**config.mk**
```make
export PLATFORM = sky130hd
export DESIGN_NAME = evcnt_top
export DESIGN_NICKNAME = d
export VERILOG_FILES = /design/src/rtl/evcnt_pkg.sv /design/src/rtl/evcnt_filter.sv /design/src/rtl/evcnt_core.sv /design/src/rtl/evcnt_regs.sv /design/src/rtl/evcnt_top.sv
export SDC_FILE = /design/constraint.sdc
export NUM_CORES = 1
export LEC_CHECK = 0
export CAP_MARGIN = 20
export CORE_MARGIN = 2
export CORE_UTILIZATION = 60
export DETAILED_ROUTE_END_ITERATION = 7
export DONT_BUFFER_PORTS = 1
export PLACE_DENSITY = 0.77
export SYNTH_ARGS = -nofsm -noshare
export SYNTH_HDL_FRONTEND = slang
export SYNTH_SLANG_ARGS = --single-unit
```
**constraint.sdc**
```tcl
create_clock -name clk -period 8.81 [get_ports clk]
set_input_delay 2.643 -clock clk [delete_from_list [all_inputs] [get_ports clk]]
set_output_delay 2.643 -clock clk [all_outputs]
set_load 0.01 [all_outputs]
```
**src/rtl/evcnt_pkg.sv**
```systemverilog
package evcnt_pkg;
  typedef struct packed {
    logic       el;
    logic       cd;
    logic [1:0] su;
    logic       cl;
    logic       en;
    logic [7:0] eid;
    logic [3:0] mst;
  } ctrl_t;

  localparam int          CTRL_W     = $bits(ctrl_t);
  localparam logic [7:0]  MODE_LAST  = 8'h3A;
  localparam logic [7:0]  SRC_FIRST  = 8'h40;
  localparam logic [7:0]  SRC_LAST   = 8'h7F;
endpackage

```
**src/rtl/evcnt_filter.sv**
```systemverilog
module evcnt_filter
  import evcnt_pkg::*;
#(
  parameter int NUM_EVT = 128
) (
  input  logic [NUM_EVT-1:0] evt_in,
  input  logic               evt_super,
  input  logic [3:0]         evt_src,
  input  ctrl_t              cfg,
  output logic               hit
);
  localparam int IW = (NUM_EVT > 1) ? $clog2(NUM_EVT) : 1;

  logic raw, mode_ok, src_ok;

  always_comb begin
    raw = 1'b0;
    if (int'(cfg.eid) < NUM_EVT) raw = evt_in[cfg.eid[IW-1:0]];

    mode_ok = 1'b1;
    if (cfg.eid <= MODE_LAST) begin
      case (cfg.su)
        2'b01:   mode_ok = evt_super;
        2'b10:   mode_ok = ~evt_super;
        default: mode_ok = 1'b1;
      endcase
    end

    src_ok = 1'b1;
    if (cfg.eid >= SRC_FIRST && cfg.eid <= SRC_LAST && cfg.su[1])
      src_ok = (evt_src == cfg.mst);

    hit = raw & mode_ok & src_ok;
  end
endmodule

```
**src/rtl/evcnt_core.sv**
```systemverilog
module evcnt_core #(
  parameter int CNT_W = 32
) (
  input  logic             clk,
  input  logic             rst,
  input  logic             en,
  input  logic             cd,
  input  logic             el,
  input  logic             hit,
  input  logic             ld,
  input  logic [CNT_W-1:0] ld_val,
  input  logic             clr,
  output logic [CNT_W-1:0] cnt,
  output logic [CNT_W-1:0] peak
);
  localparam logic [CNT_W-1:0] ONE = {{(CNT_W-1){1'b0}}, 1'b1};

  logic [CNT_W-1:0] cnt_q, peak_q, cnt_inc, cnt_n, peak_n;
  logic             lvl, prev_q;

  always_comb begin
    lvl     = el ? hit : ~hit;
    cnt_inc = (&cnt_q) ? cnt_q : cnt_q + ONE;
    cnt_n   = cnt_q;
    if (en) begin
      if (!cd) begin
        if (hit) cnt_n = cnt_inc;
      end else if (lvl) begin
        cnt_n = prev_q ? cnt_inc : ONE;
      end
    end
    peak_n = (en && cd && cnt_n > peak_q) ? cnt_n : peak_q;
  end

  always_ff @(posedge clk) begin
    if (rst) begin
      cnt_q  <= '0;
      peak_q <= '0;
      prev_q <= 1'b0;
    end else begin
      prev_q <= lvl;
      if (ld) begin
        cnt_q  <= ld_val;
        peak_q <= ld_val;
      end else if (clr) begin
        cnt_q  <= '0;
        peak_q <= '0;
      end else begin
        cnt_q  <= cnt_n;
        peak_q <= peak_n;
      end
    end
  end

  assign cnt  = cnt_q;
  assign peak = peak_q;
endmodule

```
**src/rtl/evcnt_regs.sv**
```systemverilog
module evcnt_regs
  import evcnt_pkg::*;
#(
  parameter int               DATA_W   = 32,
  parameter logic [13:0]      CAP_BITS = 14'h2E71
) (
  input  logic              clk,
  input  logic              rst,
  input  logic              sel,
  input  logic              wr,
  input  logic              rd,
  input  logic [DATA_W-1:0] wdata,
  input  logic [DATA_W-1:0] cnt,
  input  logic [DATA_W-1:0] peak,
  output ctrl_t             cfg,
  output logic              ld,
  output logic              clr,
  output logic [DATA_W-1:0] rdata,
  output logic              rvalid
);
  ctrl_t             cfg_q;
  logic [DATA_W-1:0] rd_mux;

  assign ld  = wr & ~sel;
  assign clr = rd & ~sel & cfg_q.cl;

  always_comb begin
    if (sel) rd_mux = DATA_W'({CAP_BITS, cfg_q});
    else     rd_mux = cfg_q.cd ? peak : cnt;
  end

  always_ff @(posedge clk) begin
    if (rst) begin
      cfg_q  <= '0;
      rdata  <= '0;
      rvalid <= 1'b0;
    end else begin
      if (wr && sel) cfg_q <= ctrl_t'(wdata[CTRL_W-1:0]);
      rvalid <= rd;
      if (rd) rdata <= rd_mux;
    end
  end

  assign cfg = cfg_q;
endmodule

```
**src/rtl/evcnt_top.sv**
```systemverilog
module evcnt_top
  import evcnt_pkg::*;
#(
  parameter int          NUM_EVT  = 128,
  parameter int          DATA_W   = 32,
  parameter logic [13:0] CAP_BITS = 14'h2E71
) (
  input  logic               clk,
  input  logic               rst,
  input  logic [NUM_EVT-1:0] evt_in,
  input  logic               evt_super,
  input  logic [3:0]         evt_src,
  input  logic               bus_sel,
  input  logic               bus_wr,
  input  logic               bus_rd,
  input  logic [DATA_W-1:0]  bus_wdata,
  output logic [DATA_W-1:0]  bus_rdata,
  output logic               bus_rvalid
);
  ctrl_t             cfg_w;
  logic              hit_w, ld_w, clr_w;
  logic [DATA_W-1:0] cnt_w, peak_w;

  evcnt_filter #(.NUM_EVT(NUM_EVT)) filt_i (
    .evt_in(evt_in), .evt_super(evt_super), .evt_src(evt_src),
    .cfg(cfg_w), .hit(hit_w)
  );

  evcnt_core #(.CNT_W(DATA_W)) core_i (
    .clk(clk), .rst(rst), .en(cfg_w.en), .cd(cfg_w.cd), .el(cfg_w.el),
    .hit(hit_w), .ld(ld_w), .ld_val(bus_wdata), .clr(clr_w),
    .cnt(cnt_w), .peak(peak_w)
  );

  evcnt_regs #(.DATA_W(DATA_W), .CAP_BITS(CAP_BITS)) regs_i (
    .clk(clk), .rst(rst), .sel(bus_sel), .wr(bus_wr), .rd(bus_rd),
    .wdata(bus_wdata), .cnt(cnt_w), .peak(peak_w), .cfg(cfg_w),
    .ld(ld_w), .clr(clr_w), .rdata(bus_rdata), .rvalid(bus_rvalid)
  );
endmodule

```
Word-level counts from Yosys, hierarchy flattened. Index checks and enable logic that the tools add are counted.

Bits in registers: 116. Bits of input ports: 170.

$add $sub $neg: 1. Magnitude comparators: 6. Equality and inequality tests: 3. Mux-type cells: 20. Bitwise gates (word level): 8. Reduce and logical (&&, ||, !) cells: 7.

Operators with widths (number): $mux W32 (13); $add A32 B1 Y32 const B (1); $gt A32 B32 Y1 (1); $reduce_and A32 Y1 (1); $ge A8 B7 Y1 const B (1); $le A8 B6 Y1 const B (1); $le A8 B7 Y1 const B (1); $lt A7 B8 Y1 const B (1); $lt A8 B8 Y1 const B (1); $bmux W1 S7 (1); $and A1 B1 Y1 (5); $logic_and A1 B1 Y1 (5); $mux W1 (5); $eq A4 B4 Y1 (1); $not A1 Y1 (3); $reduce_bool A3 Y1 (1); $eq A2 B1 Y1 const B (1); $eq A2 B2 Y1 const B (1); $pmux W1 S2 (1).

Logic depth before layout (Yosys ltp).
Depth in word-level cells: 15. Mapped depth: 27.

Cells and area by module. A second synthesis with hierarchy kept.

Cells, all modules: 1093. Area total of the unflattened synthesis: 9221.3 um^2.

By module, submodules not included: evcnt_core (instances 1, cells an instance 715, area an instance 5358.9 um^2, sequential area each 1301.2 um^2); evcnt_regs (instances 1, cells an instance 269, area an instance 2518.7 um^2, sequential area each 1021.0 um^2); evcnt_filter (instances 1, cells an instance 109, area an instance 1343.8 um^2, sequential area each 0.0 um^2).

Least setup slack after synthesis. No wires, ideal clock.

Path kind: input-to-reg. Start: in evt_in[118]. End: reg core_i.peak_q[15], in the netlist core_i.peak[15]. Library setup time: 122 ps. Data arrival time: 7309 ps. Data required time: 8688 ps. Path slack: 1379 ps. Stages: 23. Cells stage by stage: mux4_2 nor2b_1 a2111oi_0 o32a_2 o22a_1 buf_6 nor3_4 buf_6 o31ai_1 o311ai_0 a32oi_1 inv_1 ha_1 a21o_1 a21o_1 a211o_1 a21oi_1 o211ai_1 a2111o_1 nand2_1 clkbuf_1 nor2_1 a221o_1.

Longest elaborated chain between the ends: 13. Elaborated cells between the ends (all ways): 17.

RTL lines: from (decl) (line evcnt_top.sv:10) `input logic [NUM_EVT-1:0] evt_in,`; $bmux W1 S7 * (line evcnt_filter.sv:18) `if (int'(cfg.eid) < NUM_EVT) raw = evt_in[cfg.eid[IW-1:0]];`; $mux W1 (not written as such) * (line evcnt_filter.sv:18); $mux W1 * (line evcnt_filter.sv:18); $and A1 B1 Y1 * (2 in a row) (line evcnt_filter.sv:33) `hit = raw & mode_ok & src_ok;`; $not A1 Y1 (line evcnt_core.sv:22) `lvl = el ? hit : ~hit;`; $mux W1 (line evcnt_core.sv:22); $mux W32 (line evcnt_core.sv:28) `end else if (lvl) begin`; $mux W32 * (line evcnt_core.sv:26) `if (!cd) begin`; $mux W32 * (line evcnt_core.sv:25) `if (en) begin`; $gt A32 B32 Y1 or $mux W32 (tied branches) (line evcnt_core.sv:32) `peak_n = (en && cd && cnt_n > peak_q) ? cnt_n : peak_q;`; $logic_and A1 B1 Y1 or $mux W32 (tied branches) (line evcnt_core.sv:32, evcnt_core.sv:45); $reduce_bool A3 Y1 (no line) or $mux W32 (tied branches); to (signal assigned) (line evcnt_core.sv:44) `peak_q <= ld_val;`; to (signal assigned) (line evcnt_core.sv:50) `peak_q <= peak_n;`; to (decl) (line evcnt_core.sv:18) `logic [CNT_W-1:0] cnt_q, peak_q, cnt_inc, cnt_n, peak_n;`.

Every way passes the cells marked *; elsewhere a longest branch is shown, timed or not. The select of a mux whose other input is x is not followed. A chain may end at the register's enable or synchronous reset.

Worst setup path after layout.
Start: in evt_in[118]. End: reg core_i.peak_q[14], in the netlist core_i.peak[14].

Same word-level chain as after synthesis.

==> summary.txt <==
status = completed
max incr delay on CP = 0.59 ns
Syn Area/Cell = 7.91 um^2
Worst EP arrival = 8.31 ns
die footprint = 0.0169 mm^2
Yosys cell types = 89
final-report hold violation count = 0
Setup crit start = evt_in[118]
Wirelength per Cell = 23.9 um
Max Cap Viol = 0
Mapped Nets = 1410
initial antenna violation count = 4
crit start category = primary input
Synth Register Bits = 116
worst r2r src = regs_i.cfg[5]
IO buf count = 0
Post-DRT Antenna Nets = 0
Crit Path Category = primary input to flip-flop
worst-margin pin slew = 0.957 ns
f_max = 125 MHz
Die X = 130 um
Nets = 1354
setup TNS = 0 ns
largest area contributor in the synthesized netlist = dfxtp_1
post-synth top area share = 0.244
CTS Buffer Depth = 2
CP Depth = 21
RSZ-0062 raised after global routing = false
Layout area overhead = 5.96%
Die H = 130 um
worst skew pair latency = 0.43 ns
synthesized instance count = 1205
clock skew = 0.0155 ns
CP Data Required Time = 9.11 ns
LEAKAGE = 3.60 nW
async set-reset flop share out of synthesis = 0
crit share post-route = 0.910
Warnings, synthesis = 0
main area contributors after synthesis = dfxtp_1 24%, mux2i_1 6.7%, mux4_2 5.2%, nand2_1 5.0%, nor2_1 4.7%
Worst Path Buf+Inv = 2
Pre-Repair DR Iteration Count = 8
grt total ovfl = 0
Post-Syn Area = 0.00953 mm^2
root buffer cell = clkbuf_16
worst min-delay path class = flip-flop to flip-flop
most frequent cells in the layout = 128 x nand2_1, 120 x nor2_1, 113 x dfxtp_1, 85 x a21oi_1, 64 x mux2i_1
Total Power Consumption = 1.65 mW
overall routed net length = 33100 um
crit path capture = core_i.peak[14]
Reg2Reg Capture Point = core_i.peak[14]
io pins = 203
TritonCTS Buffers = 17
crit path cell chain = mux4_2, nor2b_1, a2111oi_0, o32a_2, o22a_1, nor3_4, o31ai_1, o311ai_0, a32oi_1, inv_1, ha_1, a21o_1, a21o_1, a211o_1, a21oi_1, o211ai_1, a2111o_1, nand2_1, buf_4, a2111oi_0, a2111oi_1
number of remaining DRC errors = 0
critical path's slowest cell = a2111oi_0
crit end category = flip-flop
# fillers = 1316
number of global-route vias before repair = 9079
Post-synth EDFFs = 0
R2R setup slack = 1.96 ns
GRT Overall Usage = 0.387
gpl congestion = 0.969
clk sink count = 116
largest net degree at the start of global routing = 101
clk slew on worst S/H paths = 0.06 ns
CTS resizes = 0
commonest non-fill, non-tap cell in the layout = nand2_1
detailed router's first-iteration violation count = 1174
final-report max-slew violation count = 0
Post-DP HPWL = 24300 um
first-pass GRT wire length = 49900 um
Hold Buf Count CTS = 0
share of cells above drive strength 1 = 0.106
post-synthesis sequential area ratio = 0.244
Pwr Density = 163 mW/mm^2
Top delay family on crit path = compound AO/OA/AOI/OAI gates
CTS H-tree lvls = 4
R2R depth = 21
clock period minus final worst setup slack = 8.01 ns
setup bufs post-CTS = 0
Slew HR = 0.362
crit-path max FO = 25
Top FF cell, synth = dfxtp_1
Vias = 9611
Core Area = 0.0157 mm^2
peak supply drop = 127 uV
final setup violation count = 0
CTS tree = done
FP Rows = 46
Vias/cell = 6.95
Starting Density = 0.607
cells by family after synthesis:
| group | share of synthesized area |
|---|---|
| and+or+nand+nor | 0.212 |
| adders and majority gates | 0.0459 |
| DFF | 0.244 |
| buffers and inverters | 0.0757 |
| AOI/OAI and AO/OA | 0.267 |
| muxes | 0.142 |
| xor gates and xnor gates | 0.0138 |
sequential cells by signal (all words and copies together), names as in the netlist:
register       count
regs_i.cfg        18
core_i.prev_q      1
core_i.peak       32
regs_i.rdata      32
regs_i.rvalid      1
core_i.cnt        32
cells in the mapped netlist (all sizes together), types with 14 or more instances:
cell type and count:
a21o 19, nand4 15, clkbuf 64, a31oi 16
nand2 128, o22ai 17, mux2i 64, o21ai 63
a211oi 23, a21oi 86, nor3 38, ha 35
inv 63, dfxtp 116, nor2 121, nand3 37
mux4 26, o31ai 20, a221o 14, buf 32
per-stage QoR:
stage	utilization	cell area, um^2	cells	hold WS (ns)	worst slack (ns)
after floorplan	-	9530	1205	0.450	1.38
after global placement	0.603	9480	1345	0.459	0.689
after detailed placement	0.603	9480	1345	0.471	0.461
after CTS	0.642	10100	1377	0.482	0.850
after global routing	0.643	10100	1380	0.507	0.490
final	0.643	10100	1382	0.485	0.797
routing by layer:
layer | GRT usage | part of all wire | vias to the layer above
met5 | 0 | 0.00045 | -
met4 | 0.283 | 0.067 | 2
met3 | 0.0886 | 0.099 | 151
met2 | 0.639 | 0.48 | 627
met1 | 0.440 | 0.35 | 4457
li1 | - | - | 4374
final cells by class:
cell class / count / area (um^2) / area share
Multi-Input combinational cell: 930 / 6490 / 0.643
Sequential cell: 116 / 2330 / 0.230
Clock inverter: 14 / 176 / 0.0175
Timing Repair Buffer: 21 / 161 / 0.0160
Inverter: 63 / 236 / 0.0234
Clock buffer: 18 / 429 / 0.0425
Tap cell: 216 / 270 / 0.0268
Antenna cell: 4 / 10.0 / 0.000991
worst min-delay path: stages (launching register included):
cell     delay [ns]
dfxtp_1        0.33
nand2_1        0.06
a21oi_1        0.06
worst min path at each step:
| stage | to | startpoint | cells past startpoint | slack, ns |
|---|---|---|---|---|
| floorplan | regs_i.cfg[13] | regs_i.cfg[13] | 2 | 0.45 |
| global placement | regs_i.cfg[13] | regs_i.cfg[13] | 2 | 0.46 |
| detailed placement | regs_i.cfg[13] | regs_i.cfg[13] | 2 | 0.47 |
| CTS | regs_i.cfg[2] | regs_i.cfg[2] | 2 | 0.48 |
| global route | core_i.peak[22] | core_i.peak[22] | 2 | 0.51 |
| finish | regs_i.cfg[2] | regs_i.cfg[2] | 2 | 0.48 |
report_power, final:
part	leakage (nW)	switching, mW	internal (mW)
Combinational	2.37	0.203	0.130
Clock	0.280	0.271	0.447
Sequential	0.951	0.0459	0.553
No activity file was read; power rests on OpenSTA's default activity.
